<file path="src/rtl/pacc_pkg.sv">
package pacc_pkg;
   localparam int unsigned REG_W    = 8;
   localparam int unsigned OFS_MASK = 'h24;
   localparam int unsigned OFS_FLAG = 'h25;
   localparam int unsigned OFS_CNT  = 'h27;
   localparam int unsigned BIT_WRAP = 5;
   localparam int unsigned BIT_EDGE = 4;
   localparam logic [REG_W-1:0] MASK_STORE = 8'hF3;
endpackage

</file>
<file path="src/rtl/pacc_edge.sv">
module pacc_edge #(
   parameter int unsigned STAGES = 2
) (
   input  logic clk,
   input  logic rst_n,
   input  logic pin,
   input  logic rise_sel,
   output logic hit
);
   generate
      if (STAGES < 2) begin : g_bad_stages
         $error("pacc_edge: STAGES must be at least 2");
      end
   endgenerate

   logic stage_q [STAGES];
   logic last_q;

   for (genvar i = 0; i < STAGES; i++) begin : g_stage
      if (i == 0) begin : g_first
         always_ff @(posedge clk or negedge rst_n) begin
            if (!rst_n) stage_q[0] <= 1'b0;
            else        stage_q[0] <= pin;
         end
      end else begin : g_next
         always_ff @(posedge clk or negedge rst_n) begin
            if (!rst_n) stage_q[i] <= 1'b0;
            else        stage_q[i] <= stage_q[i-1];
         end
      end
   end

   logic settled;
   assign settled = stage_q[STAGES-1];

   always_ff @(posedge clk or negedge rst_n) begin
      if (!rst_n) last_q <= 1'b0;
      else        last_q <= settled;
   end

   always_comb begin
      if (rise_sel) hit = settled & ~last_q;
      else          hit = ~settled & last_q;
   end

   // a transition is reported for one cycle only
   assert_single_hit_R2: assert property (@(posedge clk) disable iff (!rst_n)
      hit |=> (!hit || rise_sel != $past(rise_sel)));
endmodule

</file>
<file path="src/rtl/pacc_counter.sv">
module pacc_counter #(
   parameter int unsigned CNT_W = 8
) (
   input  logic             clk,
   input  logic             rst_n,
   input  logic             inc,
   input  logic             load,
   input  logic [CNT_W-1:0] load_val,
   output logic [CNT_W-1:0] cnt,
   output logic             wrap
);
   generate
      if (CNT_W < 1) begin : g_bad_width
         $error("pacc_counter: CNT_W must be positive");
      end
   endgenerate

   localparam logic [CNT_W-1:0] TOP = '1;

   always_ff @(posedge clk or negedge rst_n) begin
      if (!rst_n)    cnt <= '0;
      else if (load) cnt <= load_val;
      else if (inc)  cnt <= cnt + 1'b1;
   end

   assign wrap = inc & ~load & (cnt == TOP);

   assert_inc_R2: assert property (@(posedge clk) disable iff (!rst_n)
      (inc && !load) |=> cnt == $past(cnt) + 1'b1);
   assert_load_R10: assert property (@(posedge clk) disable iff (!rst_n)
      load |=> cnt == $past(load_val));
   assert_hold_R2: assert property (@(posedge clk) disable iff (!rst_n)
      (!inc && !load) |=> $stable(cnt));
endmodule

</file>
<file path="src/rtl/pacc_regs.sv">
module pacc_regs
   import pacc_pkg::*;
#(
   parameter int unsigned ADDR_W = 6,
   parameter int unsigned CNT_W  = 8
) (
   input  logic              clk,
   input  logic              rst_n,
   input  logic              bus_sel,
   input  logic              bus_wr,
   input  logic [ADDR_W-1:0] bus_addr,
   input  logic [REG_W-1:0]  bus_wdata,
   output logic [REG_W-1:0]  bus_rdata,
   input  logic [CNT_W-1:0]  cnt,
   input  logic              set_wrap,
   input  logic              set_edge,
   output logic              load_cnt,
   output logic [CNT_W-1:0]  load_val,
   output logic              wrap_flag,
   output logic              edge_flag,
   output logic              irq
);
   generate
      if (ADDR_W < 6) begin : g_bad_addr
         $error("pacc_regs: ADDR_W must reach offset 0x27");
      end
      if (CNT_W > REG_W) begin : g_bad_cnt
         $error("pacc_regs: CNT_W must fit the data bus");
      end
   endgenerate

   logic hit_mask, hit_flag, hit_cnt, wr_mask, wr_flag;
   logic [REG_W-1:0] mask_q;
   logic clr_wrap, clr_edge;

   assign hit_mask = bus_addr == ADDR_W'(OFS_MASK);
   assign hit_flag = bus_addr == ADDR_W'(OFS_FLAG);
   assign hit_cnt  = bus_addr == ADDR_W'(OFS_CNT);
   assign wr_mask  = bus_sel & bus_wr & hit_mask;
   assign wr_flag  = bus_sel & bus_wr & hit_flag;
   assign load_cnt = bus_sel & bus_wr & hit_cnt;
   assign load_val = bus_wdata[CNT_W-1:0];
   assign clr_wrap = wr_flag & bus_wdata[BIT_WRAP];
   assign clr_edge = wr_flag & bus_wdata[BIT_EDGE];

   always_ff @(posedge clk or negedge rst_n) begin
      if (!rst_n)       mask_q <= '0;
      else if (wr_mask) mask_q <= bus_wdata & MASK_STORE;
   end

   // hardware set takes precedence over a same-cycle clear
   always_ff @(posedge clk or negedge rst_n) begin
      if (!rst_n) begin
         wrap_flag <= 1'b0;
         edge_flag <= 1'b0;
      end else begin
         if (set_wrap)      wrap_flag <= 1'b1;
         else if (clr_wrap) wrap_flag <= 1'b0;
         if (set_edge)      edge_flag <= 1'b1;
         else if (clr_edge) edge_flag <= 1'b0;
      end
   end

   always_ff @(posedge clk or negedge rst_n) begin
      if (!rst_n) irq <= 1'b0;
      else        irq <= (wrap_flag & mask_q[BIT_WRAP]) | (edge_flag & mask_q[BIT_EDGE]);
   end

   always_comb begin
      bus_rdata = '0;
      if (bus_sel && !bus_wr) begin
         if (hit_mask) bus_rdata = mask_q;
         if (hit_flag) begin
            bus_rdata[BIT_WRAP] = wrap_flag;
            bus_rdata[BIT_EDGE] = edge_flag;
         end
         if (hit_cnt)  bus_rdata = REG_W'(cnt);
      end
   end

   assert_set_wins_R7: assert property (@(posedge clk) disable iff (!rst_n)
      (set_edge || set_wrap) |=> (($past(set_edge) -> edge_flag) && ($past(set_wrap) -> wrap_flag)));
   assert_w1c_R6: assert property (@(posedge clk) disable iff (!rst_n)
      (clr_edge && !set_edge) |=> !edge_flag);
   assert_zero_keeps_R6: assert property (@(posedge clk) disable iff (!rst_n)
      (edge_flag && wrap_flag && !clr_edge && !clr_wrap) |=> (edge_flag && wrap_flag));
   assert_reserved_R9: assert property (@(posedge clk) disable iff (!rst_n)
      (bus_sel && !bus_wr && (hit_mask || hit_flag)) |-> bus_rdata[3:2] == 2'b00);
endmodule

</file>
<file path="src/rtl/pulse_accum.sv">
module pulse_accum
   import pacc_pkg::*;
#(
   parameter int unsigned ADDR_W      = 6,
   parameter int unsigned CNT_W       = 8,
   parameter int unsigned SYNC_STAGES = 2
) (
   input  logic              clk,
   input  logic              rst_n,
   input  logic              pin_in,
   input  logic              rise_sel,
   input  logic              bus_sel,
   input  logic              bus_wr,
   input  logic [ADDR_W-1:0] bus_addr,
   input  logic [7:0]        bus_wdata,
   output logic [7:0]        bus_rdata,
   output logic              irq
);
   logic             hit, wrap, load_cnt, wrap_flag, edge_flag;
   logic [CNT_W-1:0] cnt, load_val;

   pacc_edge #(.STAGES(SYNC_STAGES)) u_edge (
      .clk(clk), .rst_n(rst_n), .pin(pin_in), .rise_sel(rise_sel), .hit(hit)
   );

   pacc_counter #(.CNT_W(CNT_W)) u_cnt (
      .clk(clk), .rst_n(rst_n), .inc(hit), .load(load_cnt),
      .load_val(load_val), .cnt(cnt), .wrap(wrap)
   );

   pacc_regs #(.ADDR_W(ADDR_W), .CNT_W(CNT_W)) u_regs (
      .clk(clk), .rst_n(rst_n), .bus_sel(bus_sel), .bus_wr(bus_wr),
      .bus_addr(bus_addr), .bus_wdata(bus_wdata), .bus_rdata(bus_rdata),
      .cnt(cnt), .set_wrap(wrap), .set_edge(hit), .load_cnt(load_cnt),
      .load_val(load_val), .wrap_flag(wrap_flag), .edge_flag(edge_flag), .irq(irq)
   );

   assert_wrap_zero_R5: assert property (@(posedge clk) disable iff (!rst_n)
      $rose(wrap_flag) |-> cnt == '0);
   assert_edge_sets_R4: assert property (@(posedge clk) disable iff (!rst_n)
      hit |=> edge_flag);
   assert_irq_quiet_R8: assert property (@(posedge clk) disable iff (!rst_n)
      (!wrap_flag && !edge_flag) |=> !irq);
   assert_reset_R1: assert property (@(posedge clk) !rst_n |-> (cnt == '0 && !irq));
endmodule

</file>
<file path="config.mk">
export PLATFORM = sky130hd
export DESIGN_NAME = pulse_accum
export DESIGN_NICKNAME = d
export VERILOG_FILES = /design/src/rtl/pacc_pkg.sv /design/src/rtl/pacc_edge.sv /design/src/rtl/pacc_counter.sv /design/src/rtl/pacc_regs.sv /design/src/rtl/pulse_accum.sv
export SDC_FILE = /design/constraint.sdc
export NUM_CORES = 1
export LEC_CHECK = 0
export BUFFER_PORTS_ARGS = -buffer_cell sky130_fd_sc_hd__buf_4
export CORE_ASPECT_RATIO = 0.8
export CORE_UTILIZATION = 48
export CTS_CLUSTER_SIZE = 12
export DETAILED_ROUTE_END_ITERATION = 7
export PLACE_DENSITY = 0.74
export SKIP_CTS_REPAIR_TIMING = 1
export SYNTH_ARGS = -nofsm -noshare
export SYNTH_HDL_FRONTEND = slang
export SYNTH_SLANG_ARGS = --single-unit
</file>
<file path="constraint.sdc">
create_clock -name clk -period 2.05 [get_ports clk]
set_input_delay 0.5125 -clock clk [delete_from_list [all_inputs] [get_ports clk]]
set_output_delay 0.5125 -clock clk [all_outputs]
set_load 0.05 [all_outputs]
</file>
==> results_dict.tcl <==
set metrics [dict create \
    place_inst 164 \
    vdd_ir_drop_max_mv 0.4685 \
    vias 948 \
    multi_input_area_sq_um 678.2 \
    fin_tns_setup_ns -0.2494 \
    dieArea_sq_mm 0.002474 \
    ctsRootBufferMaster "clkbuf_4" \
    fin_crit_ns 2.130 \
    period_share_pct 103.9 \
    report.final.slew_viol_count 0 \
    slew_headroom_pct 74.49 \
    drtAntennaViolNets 0 \
    dpl.hpwl_mm 1.897 \
    power.share.switching_pct 33.68 \
    syn_area_sq_mm 0.001094 \
    clk_pin_slew_ns 0.12 \
    rr_worst_depth 4 \
    fin_skew_ns 0.006365 \
    p_seq_share_pct 52.2 \
    drive_gt1_share_pct 48.25 \
    p_per_area_mw_per_mm2 694.0 \
    setup_viol 7 \
    ys_ff_latch 20 \
    grt_overflow_total 0 \
    drtIter0Drc 21 \
    drcViolationCount 0 \
    crit_fanout 4 \
    ys_top_cells_by_area "dfrtp_1 46%, mux2_2 8.2%, nand2_1 5.1%" \
    syn2layout_area_growth_pct 44.51 \
    synth-main-ff-cell "dfrtp_1" \
    drtPass1Iterations 4 \
    final_cell_mix "25 x buf_4, 20 x dfrtp_1, 15 x nand2_1, 8 x mux2_2, 8 x buf_6" \
    run_status "finished, violations left" \
    cts_made_buffers 3 \
    clkSinkCount 20 \
    comb_power_share_pct 26.2 \
    final_cells 168 \
    cts_max_level 1 \
    synth_top_area_share_pct 45.77 \
    num_rows 15 \
    clkPwrFrac_pct 21.6 \
    endpoint_kind "primary output" \
    ios 29 \
    routedWlPerCell_um 15.39 \
    cts_tree "yes" \
    critical_path_class "primary input to primary output" \
    synth_nets 126 \
    synth.yosys.warnings 0 \
    fin_nets 165 \
    final_common_cell "buf_4" \
    start_kind "primary input" \
    antenna-diode-count 0 \
    syn_avg_cell_area_sq_um 10.41 \
    rsz0062_at_grt "true" \
    total_power_mw 1.097 \
    yosysSeqAreaShare_pct 45.77 \
    start_util_pct 50.67 \
    fmax_ghz 0.4694 \
    violations "negative setup slack" \
    syn_inst 105 \
    clk_latency_ns 0.31 \
    drt-vias-per-instance 5.643 \
    coreArea_sq_mm 0.002158 \
    regArea_sq_um 500.5 \
    tightest_slew_ns 0.3787 \
    grt_pass1_wl_mm 4.278 \
    drt-total-wl_mm 2.586 \
    async_flop_share_pct 100.0 \
    grt_max_degree 21 \
    rrSetupSlack_ns 0.40 \
    cap_violations 0 \
    hold_viol 0 \
    worstPathArrival_ns 1.62 \
    clockBufferDepth 2 \
    post-synth-top-area-cell "dfrtp_1" \
    synth_edf_count 0 \
    die_w_um 55.37 \
    io_buffers 28 \
    grt_pass1_vias 919 \
    critPathRequiredTime_ns 1.54 \
    p_int_mw 0.7273 \
    dieHeight_um 44.69 \
    grtUsageTotal_pct 22.70 \
    fin_ws_ns -0.08028 \
    grt_antenna_before_repair 0 \
    min_path_type "primary input to asynchronous set/reset pin" \
    fill_cells 155 \
    p_leak_nw 0.6619 \
    gp_congestion 0.8079 \
    yosysUniqueCellTypes 38 \
    p_sw_mw 0.3694 \
]
## kinds of logic (layout without fill, tap and decap cells)
logic type / after synthesis / after routing / share of synthesized area [%]
simple gates: 41 / 41 / 21.85
compound gates: 23 / 23 / 15.33
flops: 20 / 20 / 45.77
xor+xnor: 6 / 6 / 4.805
fa+ha+maj: 1 / 1 / 1.144
mux: 9 / 9 / 9.154
buf+inv: 5 / 43 / 1.945
## flip-flops by register name, summed over array words and instances (netlist names)
| name | flops |
|---|---|
| u_cnt.cnt | 8 |
| u_regs.edge_flag | 1 |
| u_regs.irq | 1 |
| u_regs.wrap_flag | 1 |
| u_edge.last_q | 1 |
| u_edge.stage_q | 1 |
| u_edge.settled | 1 |
| u_regs.mask_q | 6 |
## critical path, stage by stage
cell	delay, ns
buf_6	0.09
nand4bb_4	0.26
nor3_4	0.21
nand2_1	0.12
a221oi_4	0.23
buf_6	0.19
## synthesized netlist by cell type, types with 2 or more instances
library cell,number
nor2_1,6
buf_2,2
o2111ai_1,2
xnor2_1,4
nand2_1,15
xor2_1,2
inv_1,3
nand3_1,3
o21ai_0,7
dfrtp_1,20
and3_1,3
a22oi_1,4
mux2_2,8
a21o_1,2
## stage by stage
stage / hold WS [ns] / util (%) / area (sq um) / setup WS (ns)
final: 0.05525 / 73.22 / 1580 / -0.08028
after global routing: 0.05852 / 73.22 / 1580 / -0.1522
after CTS: 0.06351 / 68.70 / 1483 / -0.2966
after detailed placement: 0.3347 / 67.01 / 1446 / -0.2738
after global placement: 0.3313 / 67.01 / 1446 / -0.2175
after floorplan: 0.2169 / - / 1155 / -0.1913
## routing by layer
metal	wire length, um	vias up	track usage (%)
li1	-	468	-
met1	1181	453	29.93
met2	1270	25	38.55
met3	125	2	6.590
met4	9	0	4.000
met5	0	-	0
## final timing paths
kind | endpoint | from
min in group clk | u_edge.stage_q[1]$_DFF_PN0_ | pin_in
setup reg to reg | u_cnt.cnt[7]$_DFFE_PN0P_ | u_edge.settled$_DFF_PN0_
hold / removal | u_regs.irq$_DFF_PN0_ | rst_n
hold reg to reg | u_edge.settled$_DFF_PN0_ | u_edge.stage_q[1]$_DFF_PN0_
max in group asynchronous | u_edge.settled$_DFF_PN0_ | rst_n
setup / recovery | bus_rdata[4] | bus_addr[4]
## layout make-up
cell class,instances,area share [%]
inverter,3,0.7126
timing repair buffer,36,20.43
tap,25,1.979
clock buffer,4,2.296
sequential,20,31.67
multi-input combinational,80,42.91
## power by group through the flow
| stage | sequential, mW | clock [mW] | combinational (mW) |
|---|---|---|---|
| 6_report | 0.573 | 0.236 | 0.288 |
| 5_1_grt | 0.586 | 0.257 | 0.318 |
| 4_1_cts | 0.563 | 0.238 | 0.281 |
| 3_5_place_dp | 0.571 | 0 | 0.279 |
| 3_3_place_gp | 0.569 | 0 | 0.265 |
| 2_1_floorplan | 0.553 | 0 | 0.183 |
Power figures use the tool's default switching activity.
